==> config.mk <==
export PLATFORM = sky130hd
export DESIGN_NAME = irq_presenter
export DESIGN_NICKNAME = d
export VERILOG_FILES = /design/src/rtl/irq_pres_pkg.sv /design/src/rtl/irq_pres_next.sv /design/src/rtl/irq_pres_regs.sv /design/src/rtl/irq_pres_notify.sv /design/src/rtl/irq_presenter.sv
export SDC_FILE = /design/constraint.sdc
export NUM_CORES = 1
export LEC_CHECK = 0
export BUFFER_PORTS_ARGS = -buffer_cell sky130_fd_sc_hd__buf_2
export CAP_MARGIN = 15
export CORE_MARGIN = 4
export CORE_UTILIZATION = 59
export CTS_BUF_LIST = sky130_fd_sc_hd__clkbuf_4
export DETAILED_ROUTE_END_ITERATION = 7
export GPL_TIMING_DRIVEN = 1
export PLACE_DENSITY = 0.85
export SYNTH_ARGS = -nofsm -noshare
export SYNTH_HDL_FRONTEND = slang
export SYNTH_SLANG_ARGS = --single-unit
export TNS_END_PERCENT = 5
==> constraint.sdc <==
create_clock -name clk -period 9.1 [get_ports clk]
set_clock_uncertainty 0.05 [all_clocks]
set_input_delay 2.275 -clock clk [delete_from_list [all_inputs] [get_ports clk]]
set_output_delay 2.275 -clock clk [all_outputs]
set_load 0.02 [all_outputs]
==> src/rtl/irq_pres_pkg.sv <==
package irq_pres_pkg;
  typedef enum logic [2:0] {
    OP_IDLE   = 3'd0,
    OP_ACCEPT = 3'd1,
    OP_POLL   = 3'd2,
    OP_SETPRI = 3'd3,
    OP_SETIPI = 3'd4,
    OP_EOI    = 3'd5
  } pres_op_e;
endpackage

==> src/rtl/irq_pres_next.sv <==
module irq_pres_next
  import irq_pres_pkg::*;
#(
  parameter int SRC_W   = 24,
  parameter int PRIO_W  = 8,
  parameter int IPI_SRC = 2,
  localparam int DATA_W = SRC_W + PRIO_W
) (
  input  logic [2:0]        op_code,
  input  logic [DATA_W-1:0] op_data,
  input  logic              req_vld,
  input  logic [SRC_W-1:0]  req_src,
  input  logic [PRIO_W-1:0] req_prio,
  input  logic [PRIO_W-1:0] cppr_q,
  input  logic [SRC_W-1:0]  xsrc_q,
  input  logic [PRIO_W-1:0] pprio_q,
  input  logic [PRIO_W-1:0] ipi_q,
  input  logic              irq_q,
  output logic              load_en,
  output logic              req_take,
  output logic [PRIO_W-1:0] cppr_d,
  output logic [SRC_W-1:0]  xsrc_d,
  output logic [PRIO_W-1:0] pprio_d,
  output logic [PRIO_W-1:0] ipi_d,
  output logic              irq_d,
  output logic              rej_fire,
  output logic [SRC_W-1:0]  rej_num,
  output logic              rsnd_fire,
  output logic              eoi_fire,
  output logic [SRC_W-1:0]  eoi_num
);
  localparam logic [PRIO_W-1:0] PRIO_MAX = '1;
  localparam logic [SRC_W-1:0]  IPI_NUM  = SRC_W'(IPI_SRC);

  pres_op_e          op;
  logic              busy;
  logic              chk_en;
  logic [PRIO_W-1:0] wr_pri;
  logic [PRIO_W-1:0] eoi_pri;

  assign op       = pres_op_e'(op_code);
  assign busy     = (op != OP_IDLE);
  assign req_take = req_vld && !busy;
  assign load_en  = busy || req_vld;
  assign wr_pri   = op_data[PRIO_W-1:0];
  assign eoi_pri  = op_data[DATA_W-1 -: PRIO_W];

  always_comb begin
    cppr_d    = cppr_q;
    xsrc_d    = xsrc_q;
    pprio_d   = pprio_q;
    ipi_d     = ipi_q;
    irq_d     = irq_q;
    rej_fire  = 1'b0;
    rej_num   = '0;
    rsnd_fire = 1'b0;
    eoi_fire  = 1'b0;
    eoi_num   = '0;
    chk_en    = 1'b0;
    unique case (op)
      OP_ACCEPT: begin
        cppr_d  = pprio_q;
        xsrc_d  = '0;
        pprio_d = PRIO_MAX;
        irq_d   = 1'b0;
      end
      OP_SETPRI: begin
        cppr_d = wr_pri;
        if (wr_pri < cppr_q) begin
          if ((xsrc_q != '0) && (wr_pri <= pprio_q)) begin
            xsrc_d   = '0;
            pprio_d  = PRIO_MAX;
            irq_d    = 1'b0;
            rej_fire = 1'b1;
            rej_num  = xsrc_q;
          end
        end else if (xsrc_q == '0) begin
          rsnd_fire = 1'b1;
          chk_en    = (ipi_q < wr_pri);
        end
      end
      OP_SETIPI: begin
        ipi_d  = wr_pri;
        chk_en = (wr_pri < cppr_q);
      end
      OP_EOI: begin
        cppr_d   = eoi_pri;
        eoi_fire = 1'b1;
        eoi_num  = op_data[SRC_W-1:0];
        if (xsrc_q == '0) begin
          rsnd_fire = 1'b1;
          chk_en    = (ipi_q < eoi_pri);
        end
      end
      OP_IDLE: begin
        if (req_vld) begin
          if ((req_prio >= cppr_q) || ((xsrc_q != '0) && (pprio_q <= req_prio))) begin
            rej_fire = 1'b1;
            rej_num  = req_src;
          end else begin
            if (xsrc_q != '0) begin
              rej_fire = 1'b1;
              rej_num  = xsrc_q;
            end
            xsrc_d  = req_src;
            pprio_d = req_prio;
            irq_d   = 1'b1;
          end
        end
      end
      default: ;
    endcase
    // IPI check, shared by the IPI write and by resend
    if (chk_en && !((xsrc_q != '0) && (pprio_q <= ipi_d))) begin
      if (xsrc_q != '0) begin
        rej_fire = 1'b1;
        rej_num  = xsrc_q;
      end
      xsrc_d  = IPI_NUM;
      pprio_d = ipi_d;
      irq_d   = 1'b1;
    end
  end
endmodule

==> src/rtl/irq_pres_regs.sv <==
module irq_pres_regs #(
  parameter int SRC_W  = 24,
  parameter int PRIO_W = 8
) (
  input  logic              clk,
  input  logic              rst_n,
  input  logic              load_en,
  input  logic [PRIO_W-1:0] cppr_d,
  input  logic [SRC_W-1:0]  xsrc_d,
  input  logic [PRIO_W-1:0] pprio_d,
  input  logic [PRIO_W-1:0] ipi_d,
  input  logic              irq_d,
  output logic [PRIO_W-1:0] cppr_q,
  output logic [SRC_W-1:0]  xsrc_q,
  output logic [PRIO_W-1:0] pprio_q,
  output logic [PRIO_W-1:0] ipi_q,
  output logic              irq_q
);
  always_ff @(posedge clk or negedge rst_n) begin
    if (!rst_n) begin
      cppr_q  <= '0;
      xsrc_q  <= '0;
      pprio_q <= '1;
      ipi_q   <= '1;
      irq_q   <= 1'b0;
    end else if (load_en) begin
      cppr_q  <= cppr_d;
      xsrc_q  <= xsrc_d;
      pprio_q <= pprio_d;
      ipi_q   <= ipi_d;
      irq_q   <= irq_d;
    end
  end
endmodule

==> src/rtl/irq_pres_notify.sv <==
module irq_pres_notify #(
  parameter int SRC_W   = 24,
  parameter int IPI_SRC = 2
) (
  input  logic             clk,
  input  logic             rst_n,
  input  logic             rej_fire,
  input  logic [SRC_W-1:0] rej_num,
  input  logic             rsnd_fire,
  input  logic             eoi_fire,
  input  logic [SRC_W-1:0] eoi_num,
  output logic             rej_vld,
  output logic [SRC_W-1:0] rej_src,
  output logic             resend_o,
  output logic             eoi_vld,
  output logic [SRC_W-1:0] eoi_src
);
  localparam logic [SRC_W-1:0] IPI_NUM = SRC_W'(IPI_SRC);

  logic rej_go;
  logic eoi_go;

  assign rej_go = rej_fire && (rej_num != IPI_NUM);
  assign eoi_go = eoi_fire && (eoi_num != IPI_NUM);

  always_ff @(posedge clk or negedge rst_n) begin
    if (!rst_n) begin
      rej_vld  <= 1'b0;
      resend_o <= 1'b0;
      eoi_vld  <= 1'b0;
    end else begin
      rej_vld  <= rej_go;
      resend_o <= rsnd_fire;
      eoi_vld  <= eoi_go;
    end
  end

  always_ff @(posedge clk or negedge rst_n) begin
    if (!rst_n) begin
      rej_src <= '0;
    end else if (rej_go) begin
      rej_src <= rej_num;
    end
  end

  always_ff @(posedge clk or negedge rst_n) begin
    if (!rst_n) begin
      eoi_src <= '0;
    end else if (eoi_go) begin
      eoi_src <= eoi_num;
    end
  end
endmodule

==> src/rtl/irq_presenter.sv <==
module irq_presenter #(
  parameter int SRC_W   = 24,
  parameter int PRIO_W  = 8,
  parameter int IPI_SRC = 2,
  localparam int DATA_W = SRC_W + PRIO_W
) (
  input  logic              clk,
  input  logic              rst_n,
  input  logic              req_vld,
  input  logic [SRC_W-1:0]  req_src,
  input  logic [PRIO_W-1:0] req_prio,
  output logic              req_rdy,
  input  logic [2:0]        op_code,
  input  logic [DATA_W-1:0] op_data,
  output logic [DATA_W-1:0] rd_data,
  output logic [PRIO_W-1:0] rd_ipi,
  output logic              irq_o,
  output logic              rej_vld,
  output logic [SRC_W-1:0]  rej_src,
  output logic              resend_o,
  output logic              eoi_vld,
  output logic [SRC_W-1:0]  eoi_src
);
  logic              load_en;
  logic [PRIO_W-1:0] cppr_q,  cppr_d;
  logic [SRC_W-1:0]  xsrc_q,  xsrc_d;
  logic [PRIO_W-1:0] pend_prio_q, pprio_d;
  logic [PRIO_W-1:0] ipi_q,   ipi_d;
  logic              irq_q,   irq_d;
  logic              rej_fire, rsnd_fire, eoi_fire;
  logic [SRC_W-1:0]  rej_num, eoi_num;

  irq_pres_next #(.SRC_W(SRC_W), .PRIO_W(PRIO_W), .IPI_SRC(IPI_SRC)) u_next (
    .op_code  (op_code),
    .op_data  (op_data),
    .req_vld  (req_vld),
    .req_src  (req_src),
    .req_prio (req_prio),
    .cppr_q   (cppr_q),
    .xsrc_q   (xsrc_q),
    .pprio_q  (pend_prio_q),
    .ipi_q    (ipi_q),
    .irq_q    (irq_q),
    .load_en  (load_en),
    .req_take (req_rdy),
    .cppr_d   (cppr_d),
    .xsrc_d   (xsrc_d),
    .pprio_d  (pprio_d),
    .ipi_d    (ipi_d),
    .irq_d    (irq_d),
    .rej_fire (rej_fire),
    .rej_num  (rej_num),
    .rsnd_fire(rsnd_fire),
    .eoi_fire (eoi_fire),
    .eoi_num  (eoi_num)
  );

  irq_pres_regs #(.SRC_W(SRC_W), .PRIO_W(PRIO_W)) u_regs (
    .clk     (clk),
    .rst_n   (rst_n),
    .load_en (load_en),
    .cppr_d  (cppr_d),
    .xsrc_d  (xsrc_d),
    .pprio_d (pprio_d),
    .ipi_d   (ipi_d),
    .irq_d   (irq_d),
    .cppr_q  (cppr_q),
    .xsrc_q  (xsrc_q),
    .pprio_q (pend_prio_q),
    .ipi_q   (ipi_q),
    .irq_q   (irq_q)
  );

  irq_pres_notify #(.SRC_W(SRC_W), .IPI_SRC(IPI_SRC)) u_notify (
    .clk      (clk),
    .rst_n    (rst_n),
    .rej_fire (rej_fire),
    .rej_num  (rej_num),
    .rsnd_fire(rsnd_fire),
    .eoi_fire (eoi_fire),
    .eoi_num  (eoi_num),
    .rej_vld  (rej_vld),
    .rej_src  (rej_src),
    .resend_o (resend_o),
    .eoi_vld  (eoi_vld),
    .eoi_src  (eoi_src)
  );

  assign rd_data = {cppr_q, xsrc_q};
  assign rd_ipi  = ipi_q;
  assign irq_o   = irq_q;
endmodule

Word level (Yosys, flattened, before mapping)
Index checks and enable logic that the tools add are counted.
Widths: inputs -> output; s select.

storage, ports and cells
  bits in registers = 100
  bits of input ports = 70
  output and inout bits = 93
  logic and storage cells = 91

operators by class
  $lt $le $gt $ge = 7
  eq/ne operators = 10
  multiplexer cells = 45
  reduce and logical (&&, ||, !) cells = 19

operators by type and width
  cell                 number
  $mux 24              13
  $pmux 24 s3          1
  $mux 8               6
  $ne 24x2->1 const B  2
  $pmux 24 s2          1
  $pmux 8 s3           2
  $le 8x8->1           3
  $logic_not 24->1     1
  $lt 8x8->1           3
  $reduce_bool 24->1   1
  $mux 1               18
  $ge 8x8->1           1
  $logic_and 1x1->1    7
  $eq 3x3->1 const B   2
  $ne 3x1->1 const B   2
  $pmux 1 s3           2
  $reduce_and 6->1     1
  $reduce_bool 3->1    2
  $pmux 1 s2           2
  $reduce_bool 4->1    1
  $eq 3x1->1 const B   1
  $eq 3x2->1 const B   1
  $logic_not 3->1      1
  $ne 3x2->1 const B   1
  4 further kinds      6

Depth between registers and ports, before layout
Gate-level depths: netlist (run 1).

  depth after elaboration = 10
  gate-level depth with buffers = 17
  gate-level depth less buffers = 14

Modules after synthesis
A second synthesis (run 1) with hierarchy kept.

second synthesis, totals
  cell total of the unflattened synthesis = 640
  area total of the unflattened synthesis = 6782.8 um2

modules (own cells, without submodules)
  module           instances  cells an instance  area an instance (um2)  sequential area each (um2)
  irq_pres_next    1          412                2839.0                  0.0
  irq_pres_notify  1          125                2059.5                  1276.2
  irq_pres_regs    1          103                1884.3                  1246.2

Worst setup path before layout (run 1)
OpenSTA, ideal clock, no wires.

  path type = in2reg
  start point = input port op_code[2]
  end point = register u_notify.rej_src[10]
  setup time = 74 ps
  data arrival time = 5603 ps
  data required time = 8976 ps
  setup slack = 3373 ps
  stages on the path = 17
  buffers on the path = 3
  path through = clkbuf_1 > inv_1 > nor3_1 > clkbuf_1 > mux2_2 > inv_1 > ha_1 > nor2b_1 > o21a_1 > o21a_1 > o311a_1 > o21ai_2 > o221ai_2 > a2111oi_4 > a21oi_2 > buf_6 > o21ai_2

on the way
  cells in the longest elaborated chain, start to end = 9
  elaborated cells on any way between the ends = 18
  classes of those cells = order compare (1); eq/ne (4); mux (8); reduce/logical (5)

RTL lines
  what                  RTL line               source
  start, declared       irq_presenter.sv:13    input logic [2:0] op_code,
  $eq 3x3->1            irq_pres_next.sv:60    unique case (op)
  $mux 8                irq_pres_next.sv:60
  $le 8x8->1            irq_pres_next.sv:114   if (chk_en && !((xsrc_q != '0) && (pprio_q <= ipi_d))) begin
  $logic_and 1x1->1     irq_pres_next.sv:114
  $logic_not 1->1       irq_pres_next.sv:114
  $logic_and 1x1->1     irq_pres_next.sv:114
  $mux 24               irq_pres_next.sv:114
  $ne 24x2->1           irq_pres_notify.sv:23  assign rej_go = rej_fire && (rej_num != IPI_NUM);
  $logic_and 1x1->1     irq_pres_notify.sv:23
  end signal, assigned  irq_pres_notify.sv:42  rej_src <= rej_num;
  end, declared         irq_pres_notify.sv:13  output logic [SRC_W-1:0] rej_src,

Several ways; a longest one is shown, not always the timed one.
A chain may end at the register's enable or synchronous reset.

Worst setup path in the final report (run 1)
  start point = input port op_code[2]
  end point = register u_notify.rej_src[4]

Same word-level chain as after synthesis.

==> run_results.csv, run 1 <==
group,metric,value,unit
run_status,outcome,"finished clean",
global_route,grt_pass1_vias,5573,
cts,cts_resized,0,
final_layout,antenna_cells,0,
cts,clkTransAtPathRegs,0.18,ns
global_route,antenna_found_initial,1,
cts,cts_sinks,100,
sta,finalSetupViolCount,0,
cts,cts_setup_buffers,0,
setup_path,start_kind,"input port",
yosys,synth.area.mux_share,2.27,%
setup_path,critPathArrivalTime,6.91,ns
global_route,grt_pass1_wl,27900,um
worst_hold_path,hold_path.class,"flop to flop",
final_layout,layout-drive-gt1-share,29.5,%
yosys,synth_nets,782,
route,drc,0,
yosys,synthAdderAreaFrac,11.2,%
cts,cts-root-buf,"clkbuf_4",
floorplan,start_util,60.4,%
final_layout,post-route-util,70.9,%
sta,slew_headroom,32.9,%
final_layout,finalNonFillerCells,946,
setup_path,critPathKind,"input port to flop",
floorplan,die_w,108,um
route,via_count,5649,
placement,place_hpwl,13400,um
sta,worstMarginPinSlew,1.00,ns
pwr,cellPowerDensity,241,nW/um^2
yosys,synth_top_family_by_area,"compound AO/OA/AOI/OAI gates",
yosys,synth_area,5900,um^2
yosys,netlist_instances,659,
setup_path,cp-end-kind,"flop",
placement,dpl_cell_area,6800,um^2
yosys,async_flop_share,100,%
global_route,grt_usage,30.3,%
route,drt-total-wl,17300,um
floorplan,fp.coreArea,9770,um^2
yosys,postSynthAreaPerCell,8.96,um^2
final_layout,syn_to_final_growth,17.4,%
sta,layout_min_cycle_time,6.56,ns
floorplan,fp.dieH,108,um
placement,place_inst,931,
yosys,ys_ff_latch,100,
yosys,synth_ff_type,"dfrtp_1",
route,drt_first_pass_iters,5,
sta,hold_viol,0,
yosys,synth_top_area_cell,"dfrtp_1",
global_route,grt_max_degree,68,
setup_path,worstPathRequired,9.44,ns
pwr,leakage,3.57,nW
pwr,irDropWorstVdd,166,uV
global_route,grt_overflow,0,
floorplan,boundaryPins,163,
cts,clock_latency,0.47,ns
yosys,synth-simple-area-share,15.4,%
route,dr.first_iter.drc_count,429,
yosys,synth-compound-area-share,21.2,%
sta,max_freq,152,MHz
cts,cts_max_path_buffers,2,
yosys,synth_edf_count,0,
pwr,totalPowerFinal,1.67,mW
yosys,synth_top_area_share,35.6,%
yosys,synth_xor_xnor_area_share,0,%
placement,gp_congestion,0.944,
final_layout,fin_nets,932,
route,vias_per_cell,5.97,
yosys,synth.distinct_cells,53,
cts,postCtsHoldBufs,0,
cts,cts_buffers,9,
floorplan,die_area,11700,um^2
setup_path,crit_fanout,25,
sta,slew_violations,0,
cts,tritoncts,"built",
yosys,synth.yosys.seq_area_share,42.7,%
sta,min_period_over_period,72.1,%
job,drv_cap,0,
floorplan,row_count,36,
placement,io_buffers,162,
cts,h-tree-depth,3,
yosys,ys_warn_count,0,
route,drtAntennaViolNets,0,
final_layout,stdcell_area,6930,um^2
yosys,ys_top_cells_by_area,"dfrtp_1 (36%), ha_1 (11%), nand2_1 (7.6%)",
sta,rsz0062_at_grt,"false",
route,wl_per_cell,18.3,um
sta,final.setup.tns,0,ns
[layout make-up]
cell class	instances	area, um^2
inverters	73	274
clock inverters	6	61.3
clock buffers	9	67.6
repair buffers	170	873
fillers	763	2850
well taps	133	166
multi-input cells	455	2960
flip-flops and latches	100	2520
[state kept, by name, indices dropped and copies added, names as in the netlist]
name and cells:
u_notify.rej_src 24, u_regs.pprio_q 8, u_regs.cppr_q 8, u_regs.irq_q 1, u_notify.resend_o 1, u_notify.eoi_src 24
u_notify.rej_vld 1, u_notify.eoi_vld 1, u_regs.ipi_q 8, u_regs.xsrc_q 24
[cells in the mapped netlist (2+ instances only)]
| cell type | number |
|---|---|
| nand2_1 | 120 |
| dfrtp_1 | 84 |
| inv_1 | 73 |
| ha_1 | 53 |
| o21ai_0 | 52 |
| a21oi_1 | 32 |
| nor2_1 | 27 |
| o22ai_1 | 24 |
| o21ai_2 | 20 |
| a22oi_1 | 19 |
| clkbuf_1 | 19 |
| dfstp_2 | 16 |
| nand4_1 | 12 |
| nor4_1 | 11 |
| mux2_2 | 10 |
| a211oi_1 | 8 |
| a21o_1 | 7 |
| buf_2 | 6 |
| nand3_1 | 6 |
| nor2b_1 | 6 |
| nor3_1 | 5 |
| or3_1 | 4 |
| buf_6 | 3 |
| o211ai_1 | 3 |
| o21a_1 | 3 |
| or4_1 | 3 |
| a211o_1 | 2 |
| a32o_1 | 2 |
| a32oi_1 | 2 |
| and2_1 | 2 |
| buf_1 | 2 |
| nand2b_1 | 2 |
[metal layers]
| metal | share of wire (%) | track usage (%) |
|---|---|---|
| met1 | 41 | 42.2 |
| met2 | 47 | 48.1 |
| met3 | 10 | 5.61 |
| met4 | 2.6 | 9.83 |
| met5 | 0.075 | 0 |
[critical path: stages]
cell,delay [ns]
buf_2,0.35
inv_1,0.27
nor3_1,0.19
buf_4,0.23
mux2_2,0.38
inv_1,0.06
ha_1,0.23
nor2b_1,0.13
o21a_1,0.16
o21a_1,0.16
o311a_1,0.34
o21ai_2,0.29
nand3_1,0.72
a221oi_2,0.50
a21oi_2,0.10
buf_4,0.27
o21ai_0,0.23
[final timing paths]
check,startpoint,end,slack (ns),cells past startpoint
min in group asynchronous,rst_n,u_regs.cppr_q[6]$_DFFE_PN0P_,1.67,1
worst max register to register,u_regs.cppr_q[2]$_DFFE_PN0P_,u_notify.rej_src[4]$_DFFE_PN0P_,4.70,12
worst max-delay path,op_code[2],u_notify.rej_src[4]$_DFFE_PN0P_,2.54,17
worst min-delay path,u_notify.eoi_src[5]$_DFFE_PN0P_,u_notify.eoi_src[5]$_DFFE_PN0P_,0.45,2
worst min register to register,u_notify.eoi_src[5]$_DFFE_PN0P_,u_notify.eoi_src[5]$_DFFE_PN0P_,0.45,2
max in group asynchronous,rst_n,u_notify.rej_src[19]$_DFFE_PN0P_,6.14,2
[per-stage QoR]
stage,setup WS [ns],hold slack (ns)
floorplan,3.37,0.418
global placement,2.41,0.403
detailed placement,2.16,0.410
CTS,2.62,0.447
global route,2.09,0.462
finish,2.54,0.446
[power by group]
group | switching, mW | leakage (nW) | internal, mW
combinational | 0.478 | 2.25 | 0.283
sequential | 0.112 | 1.25 | 0.571
clock | 0.164 | 0.0669 | 0.0603
total | 0.753 | 3.57 | 0.915
[layout by cell type, fill, tap and decap left out, types with 7 or more instances in the layout]
| master | synthesis | final |
|---|---|---|
| nand4_1 | 12 | 12 |
| a22oi_1 | 19 | 19 |
| buf_2 | 6 | 161 |
| nand2_1 | 120 | 120 |
| o21ai_0 | 52 | 52 |
| nor4_1 | 11 | 11 |
| dfrtp_1 | 84 | 84 |
| nor2_1 | 27 | 27 |
| a21o_1 | 7 | 7 |
| clkbuf_4 | 0 | 9 |
| o21ai_2 | 20 | 20 |
| mux2_2 | 10 | 10 |
| ha_1 | 53 | 53 |
| buf_4 | 0 | 9 |
| a21oi_1 | 32 | 32 |
| dfstp_2 | 16 | 16 |
| a211oi_1 | 8 | 8 |
| inv_1 | 73 | 73 |
| o22ai_1 | 24 | 24 |
[cell families (layout without fill, tap and decap cells)]
logic type | Yosys count | in the layout
compound gates | 187 | 187
buf+inv | 104 | 258
fa+ha+maj | 53 | 53
flops | 100 | 100
simple gates | 203 | 203
mux | 12 | 12
No activity file was read; power rests on OpenSTA's default activity.
==> run 2: changes to the inputs <==
--- a/config.mk
+++ b/config.mk
@@ -8,11 +8,11 @@
 export BUFFER_PORTS_ARGS = -buffer_cell sky130_fd_sc_hd__buf_2
 export CAP_MARGIN = 15
 export CORE_MARGIN = 4
-export CORE_UTILIZATION = 59
+export CORE_UTILIZATION = 49
 export CTS_BUF_LIST = sky130_fd_sc_hd__clkbuf_4
 export DETAILED_ROUTE_END_ITERATION = 7
 export GPL_TIMING_DRIVEN = 1
-export PLACE_DENSITY = 0.85
+export PLACE_DENSITY = 0.75
 export SYNTH_ARGS = -nofsm -noshare
 export SYNTH_HDL_FRONTEND = slang
 export SYNTH_SLANG_ARGS = --single-unit
==> constraint.sdc (replaced) <==
create_clock -name clk -period 6 [get_ports clk]
set_clock_uncertainty 0.05 [all_clocks]
set_input_delay 1.5 -clock clk [delete_from_list [all_inputs] [get_ports clk]]
set_output_delay 1.5 -clock clk [all_outputs]
set_load 0.02 [all_outputs]
==> run 2 against run 1 <==
  * Setup slack worse by 1.5 ns
  * Global-route usage down 4.3 points
  * Cell area up 0.89%
  * First-iteration DRC count down 11%
  * Worst hold slack worse by 0.0015 ns
  * Register-to-register slack worse by 2.5 ns
  * Non-clock buffer count up 4
  * Sequential power up 52%
  * Sequential cell count unchanged
  * Sequential share of layout area down 0.32 points
  * Count of clock-buffer cells in the layout up 2
==> run_results.csv, run 2 (synthesis gave the netlist of run 1 again) <==
group,metric,value,unit
floorplan,row_count,39,
cts,cts_max_path_buffers,2,
setup_path,crit_slowest_cell,"a21oi_2",
final_layout,fin_nets,936,
placement,place_hpwl,13900,um
floorplan,die_area,13900,um^2
setup_path,critPathKind,"input port to flop",
cts,cts-root-buf,"clkbuf_4",
sta,slew_headroom,54.3,%
setup_path,critPathArrivalTime,5.27,ns
route,dr.first_iter.drc_count,382,
global_route,grt_overflow,0,
setup_path,cp-end-kind,"flop",
floorplan,start_util,50.8,%
pwr,leakage,3.60,nW
route,drt_first_pass_iters,5,
worst_hold_path,hold_path.class,"flop to flop",
floorplan,fp.coreArea,11600,um^2
sta,finalSetupViolCount,0,
final_layout,layout-drive-gt1-share,30.0,%
final_layout,num-fill-cells,1061,
route,drc,0,
cts,clkTransAtPathRegs,0.16,ns
route,drt-total-wl,18000,um
cts,cts_sinks,100,
sta,layout_min_cycle_time,4.93,ns
sta,rsz0062_at_grt,"false",
job,drv_cap,0,
cts,clock_latency,0.49,ns
cts,cts_buffers,9,
placement,place_inst,945,
global_route,grt_usage,25.9,%
setup_path,crit_family,"compound AO/OA/AOI/OAI gates",
setup_path,path_buf_inv,5,
setup_path,crit_chain,"buf_2, inv_1, nor3_1, buf_4, mux2_2, inv_1, ha_1, nor2b_1, o21a_1, o21a_1, o311a_1, o21ai_2, a31o_2, a2111oi_4, a21oi_2, buf_4, o21ai_0",
cts,tritoncts,"built",
route,vias_per_cell,5.87,
floorplan,die_w,118,um
setup_path,start_kind,"input port",
final_layout,final_common_cell,"buf_2",
pwr,switching_share,44.3,%
final_layout,multi_input_area,2960,um^2
setup_path,cpPeakStageDelay,0.49,ns
sta,setup_ws,1.07,ns
sta,worstMarginPinSlew,0.685,ns
route,drtAntennaViolNets,0,
sta,final.setup.tns,0,ns
route,via_count,5650,
pwr,clkPwrFrac,14.7,%
sta,max_freq,203,MHz
pwr,seqPwrFrac,40.1,%
global_route,antenna_found_initial,2,
floorplan,fp.dieH,118,um
global_route,grt_pass1_vias,5643,
sta,min_period_over_period,82.1,%
setup_path,worstPathRequired,6.35,ns
final_layout,finalNonFillerCells,962,
cts,cts_resized,0,
sta,slew_violations,0,
run_status,outcome,"finished clean",
sta,hold_viol,0,
pwr,internal_power,1.44,mW
setup_path,crit_fanout,16,
final_layout,mostFrequentLayoutCells,"buf_2 (161), nand2_1 (120), dfrtp_1 (84)",
cts,h-tree-depth,3,
pwr,cellPowerDensity,371,nW/um^2
placement,gp_congestion,1.02,
pwr,comb_power_share,45.2,%
floorplan,boundaryPins,163,
cts,postCtsHoldBufs,0,
global_route,grt_max_degree,55,
placement,pre_cts_slack,0.596,ns
pwr,irDropWorstVdd,199,uV
pwr,totalPowerFinal,2.59,mW
global_route,grt_pass1_wl,29000,um
final_layout,register_area,2520,um^2
final_layout,syn_to_final_growth,18.4,%
final_layout,post-route-util,60.2,%
route,wl_per_cell,18.7,um
pwr,netSwitchingPower,1.15,mW
cts,cts_setup_buffers,0,
placement,io_buffers,162,
final_layout,largestRegisters,"u_notify.eoi_src (24), u_notify.rej_src (24), u_regs.xsrc_q (24)",
-- run 2: changes by cell type in the layout (fill, tap and decap cells not counted), sizes merged --
| cell | before | now |
|---|---|---|
| bufinv | 0 | 1 |
| clkinv | 4 | 2 |
| clkinvlp | 1 | 2 |
| buf | 170 | 174 |
| clkbuf | 9 | 11 |
| diode | 0 | 1 |
| inv | 74 | 73 |
-- run 2: worst register-to-register path: stages, from the launching register on --
cell and delay [ns]:
dfstp_2 0.63, ha_1 0.27, a211oi_1 0.23, o21ai_0 0.12, a2111oi_0 0.62, a21oi_1 0.10
a21o_1 0.27, a31oi_1 0.37, a2111oi_4 0.07, a21oi_2 0.49, buf_4 0.39, o21ai_0 0.12
-- run 2: metrics by stage --
step	instance area, um^2	hold slack (ns)
detailed placement	6840	0.413
global placement	6840	0.404
global route	6990	0.468
floorplan	5900	0.418
finish	6990	0.444
CTS	6990	0.449
-- run 2: power groups by stage --
stage | sequential, mW | clock [mW] | combinational (mW)
after floorplan | 1.16 | 0 | 0.632
after global placement | 1.04 | 0 | 1.11
after detailed placement | 1.04 | 0 | 1.17
after CTS | 1.03 | 0.390 | 1.17
after global routing | 1.06 | 0.416 | 1.29
final | 1.04 | 0.382 | 1.17
-- run 2: worst paths after layout --
| path | startpoint | depth (start not counted) | to | slack [ns] |
|---|---|---|---|---|
| setup reg to reg | u_regs.ipi_q[2]$_DFFE_PN1P_ | 11 | u_notify.rej_src[4]$_DFFE_PN0P_ | 2.19 |
| max in group asynchronous | rst_n | 2 | u_notify.resend_o$_DFF_PN0_ | 3.82 |
| min in group asynchronous | rst_n | 1 | u_notify.eoi_src[5]$_DFFE_PN0P_ | 0.94 |
| hold reg to reg | u_regs.irq_q$_DFFE_PN0P_ | 1 | u_regs.irq_q$_DFFE_PN0P_ | 0.44 |
| setup / recovery | op_code[2] | 17 | u_notify.rej_src[4]$_DFFE_PN0P_ | 1.07 |
| hold / removal | u_regs.irq_q$_DFFE_PN0P_ | 1 | u_regs.irq_q$_DFFE_PN0P_ | 0.44 |
-- run 2: routing by layer --
layer  wire length, um  vias up  global-route usage (%)
met5                12        -                       0
met4               470        2                    10.1
met3              1270       42                    5.38
met2              8520      253                    41.7
met1              7690     2738                    34.4
li1                  -     2615                       -
-- run 2: final cells by class --
type | count | share of cell area [%]
Clock buffer | 11 | 1.18
Multi-Input combinational cell | 455 | 42.4
Sequential cell | 100 | 36.1
Inverter | 73 | 3.92
Clock inverter | 5 | 0.895
Antenna cell | 1 | 0.0358
Timing Repair Buffer | 174 | 12.9
Tap cell | 143 | 2.56
